### config.mk
export PLATFORM = sky130hd
export DESIGN_NAME = dbgtrig_top
export DESIGN_NICKNAME = d
export VERILOG_FILES = /design/src/rtl/dbgtrig_pkg.sv /design/src/rtl/dbgtrig_cmp.sv /design/src/rtl/dbgtrig_eval.sv /design/src/rtl/dbgtrig_seq.sv /design/src/rtl/dbgtrig_brk.sv /design/src/rtl/dbgtrig_top.sv
export SDC_FILE = /design/constraint.sdc
export NUM_CORES = 1
export LEC_CHECK = 0
export ABC_AREA = 1
export BUFFER_PORTS_ARGS = -buffer_cell sky130_fd_sc_hd__buf_4
export CORE_MARGIN = 1
export CORE_UTILIZATION = 56
export CTS_CLUSTER_DIAMETER = 120
export DETAILED_ROUTE_END_ITERATION = 16
export PLACE_DENSITY_LB_ADDON = 0.25
export SYNTH_ARGS = -nofsm -noshare
export SYNTH_HDL_FRONTEND = slang
export SYNTH_HIERARCHICAL = 1
export SYNTH_SLANG_ARGS = --single-unit
### constraint.sdc
create_clock -name clk -period 7.4 [get_ports clk]
set_input_delay 0.37 -clock clk [delete_from_list [all_inputs] [get_ports clk]]
set_output_delay 0.37 -clock clk [all_outputs]
set_load 0.02 [all_outputs]
### src/rtl/dbgtrig_pkg.sv
package dbgtrig_pkg;

    // Trigger mode codes; values above TM_OUTSIDE are reserved and inert.
    localparam logic [3:0] TM_A            = 4'd0;
    localparam logic [3:0] TM_A_OR_B       = 4'd1;
    localparam logic [3:0] TM_A_THEN_B     = 4'd2;
    localparam logic [3:0] TM_A_AND_B      = 4'd3;
    localparam logic [3:0] TM_A_NOT_B      = 4'd4;
    localparam logic [3:0] TM_EVT_B        = 4'd5;
    localparam logic [3:0] TM_A_THEN_EVT_B = 4'd6;
    localparam logic [3:0] TM_INSIDE       = 4'd7;
    localparam logic [3:0] TM_OUTSIDE      = 4'd8;

    localparam int NUM_CMP = 2;
    localparam int CMP_A   = 0;
    localparam int CMP_B   = 1;

    typedef enum logic {
        BRK_FORCE = 1'b0,
        BRK_TAG   = 1'b1
    } brk_kind_e;

    typedef enum logic {
        ACT_DEBUG = 1'b0,
        ACT_SWI   = 1'b1
    } brk_act_e;

    // Per-cycle comparator results.
    typedef struct packed {
        logic valid;
        logic a_hit;
        logic b_hit;
        logic in_win;
    } hit_t;

    // Decision of the mode decoder for one cycle.
    typedef struct packed {
        logic fire;
        logic store;
        logic mark_a;
    } step_t;

    function automatic logic is_ordered(input logic [3:0] mode);
        return (mode == TM_A_THEN_B) || (mode == TM_A_THEN_EVT_B);
    endfunction

    function automatic logic in_window(input logic [15:0] lo,
                                       input logic [15:0] hi,
                                       input logic [15:0] v);
        return (v >= lo) && (v <= hi);
    endfunction

endpackage

### src/rtl/dbgtrig_cmp.sv
module dbgtrig_cmp #(
    parameter int W = 16
) (
    input  logic         valid,
    input  logic [W-1:0] operand,
    input  logic [W-1:0] ref_val,
    output logic         hit
);
    always_comb hit = valid && (operand == ref_val);
endmodule

### src/rtl/dbgtrig_eval.sv
module dbgtrig_eval
    import dbgtrig_pkg::*;
(
    input  logic [3:0] mode,
    input  hit_t       hits,
    input  logic       a_seen,
    output step_t      step
);
    always_comb begin
        step = '0;
        case (mode)
            TM_A:        step.fire = hits.a_hit;
            TM_A_OR_B:   step.fire = hits.a_hit || hits.b_hit;
            TM_A_THEN_B: begin
                step.fire   = hits.b_hit && a_seen;
                step.mark_a = hits.a_hit;
            end
            TM_A_AND_B:  step.fire = hits.a_hit && hits.b_hit;
            TM_A_NOT_B:  step.fire = hits.a_hit && !hits.b_hit;
            TM_EVT_B:    step.store = hits.b_hit;
            TM_A_THEN_EVT_B: begin
                step.store  = hits.b_hit && a_seen;
                step.mark_a = hits.a_hit;
            end
            TM_INSIDE:   step.fire = hits.valid && hits.in_win;
            TM_OUTSIDE:  step.fire = hits.valid && !hits.in_win;
            default:     step = '0;
        endcase
        if (!is_ordered(mode)) step.mark_a = 1'b0;
    end
endmodule

### src/rtl/dbgtrig_seq.sv
module dbgtrig_seq
    import dbgtrig_pkg::*;
#(
    parameter int W = 16
) (
    input  logic         clk,
    input  logic         rst,
    input  logic         arm,
    input  logic         disarm,
    input  logic         bus_valid,
    input  logic [W-1:0] bus_data,
    input  step_t        step,
    output logic         a_seen,
    output logic         fire_now,
    output logic         trig_pulse,
    output logic         store_req,
    output logic [W-1:0] store_data
);
    logic armed_q;
    logic seen_q;
    logic live;

    assign live     = armed_q && !arm && !disarm;
    assign fire_now = live && step.fire;
    assign a_seen   = seen_q;

    always_ff @(posedge clk) begin
        if (rst) begin
            armed_q    <= 1'b0;
            seen_q     <= 1'b0;
            trig_pulse <= 1'b0;
            store_req  <= 1'b0;
            store_data <= '0;
        end else begin
            trig_pulse <= 1'b0;
            store_req  <= 1'b0;
            if (disarm) begin
                armed_q <= 1'b0;
                seen_q  <= 1'b0;
            end else if (arm) begin
                armed_q <= 1'b1;
                seen_q  <= 1'b0;
            end else if (armed_q) begin
                if (step.mark_a) seen_q <= 1'b1;
                if (step.store) begin
                    store_req  <= 1'b1;
                    store_data <= bus_data;
                end
                if (step.fire) begin
                    trig_pulse <= 1'b1;
                    armed_q    <= 1'b0;
                    seen_q     <= 1'b0;
                end
            end
        end
    end

    // a trigger leaves the engine disarmed
    p_once_per_arm_r6: assert property (@(posedge clk) disable iff (rst)
        trig_pulse |-> !armed_q);

    // nothing is produced from a disarmed state
    p_quiet_disarmed_r7: assert property (@(posedge clk) disable iff (rst)
        !armed_q |=> (!trig_pulse && !store_req));

    // store requests and triggers never coincide
    p_store_not_trig_r5: assert property (@(posedge clk) disable iff (rst)
        store_req |-> !trig_pulse);

    // every output pulse follows a valid bus cycle
    p_pulse_after_valid_r13: assert property (@(posedge clk) disable iff (rst)
        (trig_pulse || store_req) |-> $past(bus_valid));

    // the trigger is one cycle wide
    p_pulse_width_r13: assert property (@(posedge clk) disable iff (rst)
        trig_pulse |=> !trig_pulse);
endmodule

### src/rtl/dbgtrig_brk.sv
module dbgtrig_brk
    import dbgtrig_pkg::*;
#(
    parameter int W = 16
) (
    input  logic         clk,
    input  logic         rst,
    input  logic         clear,
    input  logic         fire_now,
    input  logic [W-1:0] fire_addr,
    input  logic         brk_en,
    input  logic         brk_tag,
    input  logic         brk_swi,
    input  logic         insn_bound,
    input  logic         exec_start,
    input  logic [W-1:0] exec_addr,
    output logic         brk_req,
    output logic         brk_act
);
    logic         pend_q;
    brk_kind_e    kind_q;
    brk_act_e     act_q;
    logic [W-1:0] tag_addr_q;
    logic         reached;

    always_comb begin
        if (kind_q == BRK_TAG) reached = exec_start && (exec_addr == tag_addr_q);
        else                   reached = insn_bound;
    end

    assign brk_req = pend_q && reached;
    assign brk_act = pend_q && (act_q == ACT_SWI);

    always_ff @(posedge clk) begin
        if (rst) begin
            pend_q     <= 1'b0;
            kind_q     <= BRK_FORCE;
            act_q      <= ACT_DEBUG;
            tag_addr_q <= '0;
        end else if (clear) begin
            pend_q <= 1'b0;
        end else if (fire_now && brk_en) begin
            pend_q     <= 1'b1;
            kind_q     <= brk_tag ? BRK_TAG : BRK_FORCE;
            act_q      <= brk_swi ? ACT_SWI : ACT_DEBUG;
            tag_addr_q <= fire_addr;
        end else if (brk_req) begin
            pend_q <= 1'b0;
        end
    end

    // a breakpoint request is issued once per pending break
    p_brk_single_r8: assert property (@(posedge clk) disable iff (rst)
        brk_req |=> !brk_req);
endmodule

### src/rtl/dbgtrig_top.sv
module dbgtrig_top
    import dbgtrig_pkg::*;
#(
    parameter int BUS_W = 16
) (
    input  logic             clk,
    input  logic             rst,
    input  logic             arm,
    input  logic             disarm,
    input  logic             bus_valid,
    input  logic [BUS_W-1:0] bus_addr,
    input  logic [BUS_W-1:0] bus_data,
    input  logic [BUS_W-1:0] cmp_a,
    input  logic [BUS_W-1:0] cmp_b,
    input  logic             full_mode,
    input  logic [3:0]       trig_mode,
    input  logic             brk_en,
    input  logic             brk_tag,
    input  logic             brk_swi,
    input  logic             insn_bound,
    input  logic             exec_start,
    input  logic [BUS_W-1:0] exec_addr,
    output logic             trig_pulse,
    output logic             store_req,
    output logic [BUS_W-1:0] store_data,
    output logic             brk_req,
    output logic             brk_act
);
    logic [BUS_W-1:0] operand [NUM_CMP];
    logic [BUS_W-1:0] refs    [NUM_CMP];
    logic [NUM_CMP-1:0] cmp_hit;
    hit_t  hits;
    step_t step;
    logic  a_seen;
    logic  fire_now;

    assign operand[CMP_A] = bus_addr;
    assign operand[CMP_B] = full_mode ? bus_data : bus_addr;
    assign refs[CMP_A]    = cmp_a;
    assign refs[CMP_B]    = cmp_b;

    for (genvar i = 0; i < NUM_CMP; i++) begin : g_cmp
        dbgtrig_cmp #(.W(BUS_W)) u_cmp (
            .valid   (bus_valid),
            .operand (operand[i]),
            .ref_val (refs[i]),
            .hit     (cmp_hit[i])
        );
    end

    always_comb begin
        hits.valid  = bus_valid;
        hits.a_hit  = cmp_hit[CMP_A];
        hits.b_hit  = cmp_hit[CMP_B];
        hits.in_win = (bus_addr >= cmp_a) && (bus_addr <= cmp_b);
    end

    dbgtrig_eval u_eval (
        .mode   (trig_mode),
        .hits   (hits),
        .a_seen (a_seen),
        .step   (step)
    );

    dbgtrig_seq #(.W(BUS_W)) u_seq (
        .clk        (clk),
        .rst        (rst),
        .arm        (arm),
        .disarm     (disarm),
        .bus_valid  (bus_valid),
        .bus_data   (bus_data),
        .step       (step),
        .a_seen     (a_seen),
        .fire_now   (fire_now),
        .trig_pulse (trig_pulse),
        .store_req  (store_req),
        .store_data (store_data)
    );

    dbgtrig_brk #(.W(BUS_W)) u_brk (
        .clk        (clk),
        .rst        (rst),
        .clear      (arm || disarm),
        .fire_now   (fire_now),
        .fire_addr  (bus_addr),
        .brk_en     (brk_en),
        .brk_tag    (brk_tag),
        .brk_swi    (brk_swi),
        .insn_bound (insn_bound),
        .exec_start (exec_start),
        .exec_addr  (exec_addr),
        .brk_req    (brk_req),
        .brk_act    (brk_act)
    );

    // reserved mode codes produce neither trigger nor store
    p_reserved_inert_r12: assert property (@(posedge clk) disable iff (rst)
        (trig_mode > TM_OUTSIDE) |=> (!trig_pulse && !store_req));
endmodule

# Word level (Yosys, flattened, before mapping)
# Index checks and enable logic that the tools add are counted.
[totals]
ff_bits = 39
latchBits = 0
ram_bits = 0
mem_bits_ro = 0
input_bits = 95
out_inout_bits = 20
wordCells = 76
n_memories = 0
[op_classes]
addsub = 0
n_mul = 0
n_div = 0
order_cmp = 2
eq_ne = 11
shift = 0
muxes = 17
bitwise_logic = 4
n_reduce_logical = 33
[ops]
columns = ["cell", "count"]
rows = [
  ["== test 16 bit", 3],
  ["== test 4 x 3 -> 1 bit (second input constant)", 4],
  ["greater-or-equal comparator 16 bit", 1],
  ["less-or-equal comparator 16 bit", 1],
  ["two-way mux 16 bit", 1],
  ["logical AND 1 bit", 15],
  ["two-way mux 1 bit", 14],
  ["== test 4 x 2 -> 1 bit (second input constant)", 2],
  ["case mux 1 bit (7 select lines)", 1],
  ["OR reduction 2 bit", 3],
  ["== test 4 x 1 -> 1 bit (second input constant)", 1],
  ["== test 4 bit (second input constant)", 1],
  ["logical NOT 1 bit", 4],
  ["logical NOT 4 bit", 1],
  ["inverter 1 bit", 4],
  ["AND reduction 2 bit", 2],
  ["AND reduction 4 bit", 1],
  ["nonzero test 2 bit", 2],
  ["OR reduction 4 bit", 1],
  ["logical OR 1 bit", 3],
  ["OR reduction 3 bit", 1],
  ["case mux 1 bit (2 select lines)", 1],
]

# Longest topological paths before layout
# Gate-level depths: netlist of the first run.
[depth]
depth_word = 9
ltp_mapped = 27
mapped_depth_nobuf = 26

# Cells and area by module
# The synthesis of the first run kept the hierarchy.
[by_module_without_submodules]
columns = ["mod", "n_inst", "cells_each", "area_each_um2", "seq_area_each_um2"]
rows = [
  ["dbgtrig_top", 1, 160, 1096.1, 0.0],
  ["dbgtrig_brk", 1, 146, 958.4, 380.4],
  ["dbgtrig_seq", 1, 122, 882.1, 400.4],
  ["dbgtrig_cmp", 2, 63, 275.3, 0.0],
  ["dbgtrig_eval", 1, 31, 138.9, 0.0],
]

# Least setup slack after synthesis of the first run
# OpenSTA, ideal clock, no wires.
[synth_path]
path_kind = "input port to flip-flop"
from = "input port full_mode"
to = "register u_brk.tag_addr_q[2]"
setup_time_ns = 0.119
arrival_time_ns = 2.662
required_ns = 7.281
setup_slack_ns = 4.619
path_stages = 22
path_buffers = 3
path_cell_list = "buf_6 -> buf_12 -> mux2_4 -> nand2_1 -> nand2_1 -> nor2_1 -> nand2_1 -> nor2_1 -> nand2_1 -> nor2_1 -> nand4_1 -> nand3_1 -> nand2_1 -> nand3_1 -> nand2_1 -> nor3_1 -> nand2_2 -> nor2_4 -> inv_2 -> buf_2 -> o21ai_0 -> a21oi_1"
[synth_rtl]
columns = ["item", "line_no", "text"]
rows = [
  ["start, declared", "dbgtrig_top.sv:15", "input logic full_mode,"],
  ["end signal, assigned", "dbgtrig_brk.sv:46", "tag_addr_q <= fire_addr;"],
  ["end, declared", "dbgtrig_brk.sv:23", "logic [W-1:0] tag_addr_q;"],
]

==> results of run 1 <==
## registers in the layout (all words and copies together), names as in the netlist
register and count:
u_seq/trig_pulse 1, u_seq/a_seen 1, u_seq/armed_q 1, u_brk/kind_q 1, u_brk/act_q 1, u_brk/tag_addr_q 16
u_brk/pend_q 1, u_seq/store_data 16, u_seq/store_req 1
## area by class of cell
type	instances	area [um^2]	area share [%]
flip-flops and latches	39	781	17.1
clock inverters	2	35.0	0.768
multi-input cells	412	2260	49.5
repair buffers	114	856	18.8
inverters	121	454	9.96
clock buffers	6	82.6	1.81
well taps	75	93.8	2.06
## per-layer routing
metal / up-vias / track usage, %
li1: 2024 / -
met1: 1737 / 40.0
met2: 180 / 52.0
met3: 18 / 2.97
met4: 0 / 12.3
met5: - / 0
## placed cells by master (no fill, tap or decap), types with 2 or more instances in the layout
cell type / instances
a21oi_1: 44
inv_1: 112
mux2_4: 8
or2_2: 2
mux2_2: 7
nor2_1: 75
nor3_2: 3
o22ai_1: 4
nor2_4: 2
nand2_2: 2
xor2_1: 11
o21ai_0: 28
xnor2_1: 3
nor3_1: 4
nand4_1: 4
nand3_1: 33
dfxtp_1: 39
buf_4: 114
inv_2: 8
nand2_1: 144
clkbuf_8: 6
ha_1: 32
## worst paths after layout
path                    endpoint  cells after the start                start  slack, ns
max reg2reg  u_brk/tag_addr_q[3]                     11         u_seq/a_seen       5.40
min                u_seq/armed_q                      2                  rst       0.29
max          u_brk/tag_addr_q[3]                     20            full_mode       4.35
min reg2reg  u_brk/tag_addr_q[1]                      2  u_brk/tag_addr_q[1]       0.48
## per-stage QoR
| step | cells | hold WS (ns) | area, um^2 | power [W] | setup WS (ns) |
|---|---|---|---|---|---|
| 6_report | 769 | 0.287 | 4560 | 0.000555 | 4.35 |
| 5_1_grt | 769 | 0.276 | 4560 | 0.000586 | 4.04 |
| 4_1_cts | 769 | 0.276 | 4560 | 0.000555 | 4.42 |
| 3_5_place_dp | 761 | 0.465 | 4440 | 0.000376 | 4.14 |
| 3_3_place_gp | 761 | 0.461 | 4440 | 0.000370 | 4.35 |
| 2_1_floorplan | 585 | 0.443 | 3630 | 0.000304 | 4.62 |
## power by group
part	internal [W]	leakage (nW)	switching [W]
Sequential	0.000210	0.314	0.000000309
Combinational	0.0000769	2.21	0.0000866
Clock	0.000109	0.0612	0.0000720
Total	0.000396	2.59	0.000159
## cell families (layout without fill, tap and decap cells)
kind of cell / after synthesis / count (layout)
and+or+nand+nor: 271 / 271
buffers and inverters: 134 / 243
AOI/OAI and AO/OA: 80 / 80
DFF: 39 / 39
adders and majority gates: 32 / 32
muxes: 15 / 15
xor gates and xnor gates: 14 / 14
==> results.cfg, run 1 <==
[status]
outcome = finished, final reports clean

[routing]
wl_met1_um = 4400
drcViolationCount = 0
wl_met2_um = 4710
drt_iter0_markers = 322
postRouteAntennaNets = 0
vias = 3959
wl_met3_um = 884
drt-total-wl_um = 10200
drt-pass1-iter-count = 5
avgViaCountPerCell = 5.15
routedWlPerCell_um = 13.3
topRoutingLayerUsed = met4

[worst_setup_path]
critPathArrivalTime_ns = 3.21
critPathBufInv = 2
crit_path_frequent_cell = nand2_1
critPathMaxFanout = 29
worstPathRequired_ns = 7.56
worst_path_largest_cell_delay_ns = 0.38
crit_slowest_cell = mux2_2
end_kind = flop
critPathTopFamily = simple AND/OR/NAND/NOR gates
cp_cell_sequence = buf_4 -> mux2_2 -> nand2_1 -> nand2_1 -> nor2_1 -> nand2_1 -> nor2_1 -> nand2_1 -> nor2_1 -> nand4_1 -> nand3_1 -> nand2_1 -> nand3_1 -> nand2_1 -> nor3_1 -> nand2_2 -> nor2_4 -> inv_2 -> o21ai_0 -> a21oi_1
critical_path_class = primary input to flop
start_kind = primary input

[sta]
min_period_ns = 3.05
fin_skew_ns = 0.00337
finalHoldViolCount = 0
slew_headroom_pct = 55.1
rsz0062_at_grt = no
finalCritPeriodShare_pct = 41.3
setup_viol = 0
worst_slew_pin_slew_ns = 0.671
fmax_mhz = 328
slew_violations = 0
setup_tns_ns = 0

[pwr]
vdd_drop_max_v = 0.000115
power.leakage_nw = 2.59
power_density_nw_per_um2 = 122

[yosys]
synth_area_um2 = 3630
synth-compound-area-share_pct = 11.5
synth_fa_ha_area_share_pct = 11.0
yosys.area_share.simple_pct = 31.0
syn-num-nets = 712
synthTopCellsByCount = 144 x nand2_1, 112 x inv_1, 75 x nor2_1
seq_area_frac_synth_pct = 21.5
synth_top_flop_cell = dfxtp_1
yosys-top-cells-area = dfxtp_1 22%, nand2_1 15%, inv_1 12%
synth_mux_area_share_pct = 5.49
synthXorXnorAreaFrac_pct = 3.38
synth_cell_types = 32
ys_ff_latch = 39
yosysMostFrequentCell = nand2_1
netlist.top_cell.by_area = dfxtp_1
synth_top_area_share_pct = 21.5
netlist_instances = 585
async_flop_share_pct = 0
yosys_warnings = 6
syn_avg_cell_area_um2 = 6.20
synth_edf_count = 0
synth_top_family_by_area = simple AND/OR/NAND/NOR gates

[floorplanning]
rows = 28
die_area_um2 = 6800
dieWidth_um = 82.5
core_area_um2 = 6100
die-height_um = 82.5
initial_core_util_pct = 59.5
pin_count = 115

[clock_tree]
ctsResizeCount = 0
clkTransAtPathRegs_ns = 0.07
cts_root_buf = clkbuf_8
htreeDepth = 2
cts_setup_buffers = 0
cts_tree = yes
clk_latency_ns = 0.29
clk_path_buf_depth = 2
cts-buffers-inserted = 5
numClockSinks = 39
cts_hold_buf = 0

[global_route]
grt_pass1_vias = 3614
antenna_found_initial = 0
grt_pass1_wl_um = 15800
grt_usage_pct = 30.8
grt_max_degree = 34
grt.overflow.total = 0

[cells_and_area]
fin_nets = 820
fillCellCount = 517
final_util_pct = 74.8
num_antenna_cells = 0
drive_above_1_share_pct = 22.3
areaGrowthSynthToFinish_pct = 25.8

[placement]
numPortBuffers = 114
globalplace.congestion = 0.956
hpwlAfterDp_um = 8060

[job]
drv_cap = 0

[worst_hold_path]
min_path_type = primary input to flop
No activity file was read; power rests on OpenSTA's default activity.
==> run 2, diff against run 1 <==
--- a/config.mk
+++ b/config.mk
@@ -5,10 +5,10 @@
 export SDC_FILE = /design/constraint.sdc
 export NUM_CORES = 1
 export LEC_CHECK = 0
-export ABC_AREA = 1
+export ABC_AREA = 0
 export BUFFER_PORTS_ARGS = -buffer_cell sky130_fd_sc_hd__buf_4
 export CORE_MARGIN = 1
-export CORE_UTILIZATION = 56
+export CORE_UTILIZATION = 46
 export CTS_CLUSTER_DIAMETER = 120
 export DETAILED_ROUTE_END_ITERATION = 16
 export PLACE_DENSITY_LB_ADDON = 0.25
==> constraint.sdc (replaced) <==
create_clock -name clk -period 2.7 [get_ports clk]
set_input_delay 0.135 -clock clk [delete_from_list [all_inputs] [get_ports clk]]
set_output_delay 0.135 -clock clk [all_outputs]
set_load 0.02 [all_outputs]
==> run 2 against run 1 <==
The run now ends with negative setup slack left. Synthesized cell count shrank 34%. Utilization decreased by 0.30 points. Combinational power rose to 3.0 times the previous value. Final cell count down 16%. Synthesized area decreased by 12%. Critical path depth unchanged. Clock skew up 0.0074 ns. Sequential share of layout area shrank 1.6 points. Die area is 7.2% higher. Global-route usage decreased by 2.3 points. Largest power group is now clock.
==> results.cfg, run 2 <==
[placement]
globalplace.congestion = 0.898
place_area_um2 = 4570
place_ws_ns = -0.497
hpwlAfterDp_um = 7410
numPortBuffers = 114

[worst_setup_path]
critPathArrivalTime_ns = 3.04
end_kind = flop
crit_slowest_cell = nor4_2
critical_path_class = primary input to flop
worstPathRequired_ns = 2.88
worst-r2r-cell-count = 12
cp_cell_sequence = buf_12 -> mux2_4 -> xor2_1 -> nor4_2 -> nand4_1 -> nor4_4 -> buf_4 -> buf_6 -> nor4b_2 -> a31oi_1 -> nor3b_1 -> a211o_1 -> nand2_2 -> nor3_2 -> nand2_2 -> nor2_4 -> buf_6 -> buf_16 -> nand2_1 -> a21oi_1
worst_path_largest_cell_delay_ns = 0.31
start_kind = primary input
critPathMaxFanout = 5

[routing]
wl_met2_um = 5130
vias = 3494
postRouteAntennaNets = 0
topRoutingLayerUsed = met4
drt-pass1-iter-count = 5
drt-total-wl_um = 10400
drcViolationCount = 0
wl_met3_um = 628
wl_met1_um = 4240
drt_iter0_markers = 133
avgViaCountPerCell = 5.43
routedWlPerCell_um = 16.1

[clock_tree]
clkTransAtPathRegs_ns = 0.09
cts_root_buf = clkbuf_8
clk_latency_ns = 0.30
cts_tree = yes
clk_path_buf_depth = 2
numClockSinks = 39
htreeDepth = 2
cts-buffers-inserted = 5
cts_hold_buf = 0

[floorplanning]
die-height_um = 85.4
pin_count = 115
die_area_um2 = 7290
initial_core_util_pct = 47.4
rows = 30
core_area_um2 = 6760
dieWidth_um = 85.4

[global_route]
grt_max_degree = 57
grt.overflow.total = 0
grt_usage_pct = 28.5
grt_pass1_wl_um = 16300
grt_pass1_vias = 3501
antenna_found_initial = 0

[worst_hold_path]
holdPathStages = 2
min_path_type = primary input to flop

[cells_and_area]
multiInputGateArea_um2 = 2440
num_antenna_cells = 0
design_area_um2 = 5040
final_cell_mix = 168 x buf_4, 39 x dfxtp_1, 34 x inv_1
final_util_pct = 74.5
mostFrequentLayoutCell = buf_4
fillCellCount = 492
regArea_um2 = 781
fin_nets = 690
areaGrowthSynthToFinish_pct = 57.4
drive_above_1_share_pct = 44.5
reg_top3 = u_brk/tag_addr_q x16, u_seq/store_data x16

[sta]
finalHoldViolCount = 0
finalWorstSetupSlack_ns = -0.158
slew_violations = 0
worst_slew_pin_slew_ns = 0.518
slew_headroom_pct = 65.5
fin_skew_ns = 0.0108
setup_viol = 18
finalCritPeriodShare_pct = 106
fmax_mhz = 350
rsz0062_at_grt = yes
min_period_ns = 2.86
setup_tns_ns = -2.28

[yosys]
synth_area_um2 = 3200
netlist_instances = 387
ys_ff_latch = 39
async_flop_share_pct = 0
netlist.top_cell.by_area = dfxtp_1
yosys-top-cells-area = dfxtp_1 24%, ha_1 13%, xnor2_1 6.8%
synth_top_family_by_area = simple AND/OR/NAND/NOR gates
synth_mux_area_share_pct = 10.6
synth_cell_types = 44
yosysMostFrequentCell = nand2_1
synth_top_flop_cell = dfxtp_1
syn-num-nets = 514
synth_fa_ha_area_share_pct = 12.5
synth_edf_count = 0
synth-compound-area-share_pct = 9.93
synth_top_area_share_pct = 24.4
yosys.area_share.simple_pct = 23.2
syn_avg_cell_area_um2 = 8.27
yosys_warnings = 6
seq_area_frac_synth_pct = 24.4
synthTopCellsByCount = 51 x nand2_1, 39 x dfxtp_1, 34 x inv_1
synthXorXnorAreaFrac_pct = 13.1

[job]
drv_cap = 0

[status]
outcome = finished with violations
violations = negative setup slack

[pwr]
vdd_drop_max_v = 0.000231
power_density_nw_per_um2 = 333
power.leakage_nw = 2.36
==> run 2: final cells by class <==
| type | instances | share of cell area [%] |
|---|---|---|
| tap | 80 | 1.99 |
| sequential | 39 | 15.5 |
| inverter | 34 | 2.53 |
| timing repair buffer | 179 | 28.8 |
| clock buffer | 5 | 1.37 |
| clock inverter | 3 | 1.34 |
| multi-input combinational | 304 | 48.4 |
==> run 2: power by group <==
group          leakage [nW]  switching, W  internal (W)
Clock                0.0644      0.000234      0.000369
Combinational          1.98      0.000219      0.000276
Sequential            0.314   0.000000958      0.000575
==> run 2: critical path: cells and delay by family <==
family / cells / cell delay, ns
AOI/OAI and AO/OA: 3 / 0.53
muxes: 1 / 0.30
and+or+nand+nor: 10 / 1.26
buffers and inverters: 5 / 0.65
xor gates and xnor gates: 1 / 0.15
==> run 2: what timing repair did <==
action	CTS	global route
resized for setup	29	29
buffers inserted	4	2
pin swaps	19	21
setup endpoints to repair	18	20
cloned	5	0
==> run 2: cell families (layout without fill, tap and decap cells) <==
kind of cell,Yosys count,in the layout
and+or+nand+nor,138,140
AOI/OAI and AO/OA,52,52
xor gates and xnor gates,48,48
buffers and inverters,46,221
DFF,39,39
adders and majority gates,32,32
muxes,32,32
==> run 2: path summary, 6_finish.rpt <==
kind | endpoint | slack, ns | start
min reg2reg | u_brk/act_q | 0.47 | u_brk/act_q
max reg2reg | u_brk/tag_addr_q[9] | 0.77 | u_seq/a_seen
max | u_brk/tag_addr_q[15] | -0.16 | full_mode
min | u_seq/trig_pulse | 0.05 | disarm
==> run 2: routing by layer <==
layer  track usage [%]  vias to the layer above
met2              50.6                      152
met5                 0                        -
li1                  -                     1672
met4              12.0                        0
met3              5.16                       32
met1              33.7                     1638
==> run 2: through the flow <==
step / hold slack, ns / total power [W] / cells
final: 0.0521 / 0.00167 / 644
after detailed placement: 0.365 / 0.00104 / 626
after global routing: 0.0455 / 0.00175 / 644
after CTS: 0.0516 / 0.00164 / 643
after global placement: 0.368 / 0.00103 / 626
after floorplan: 0.212 / 0.000790 / 387
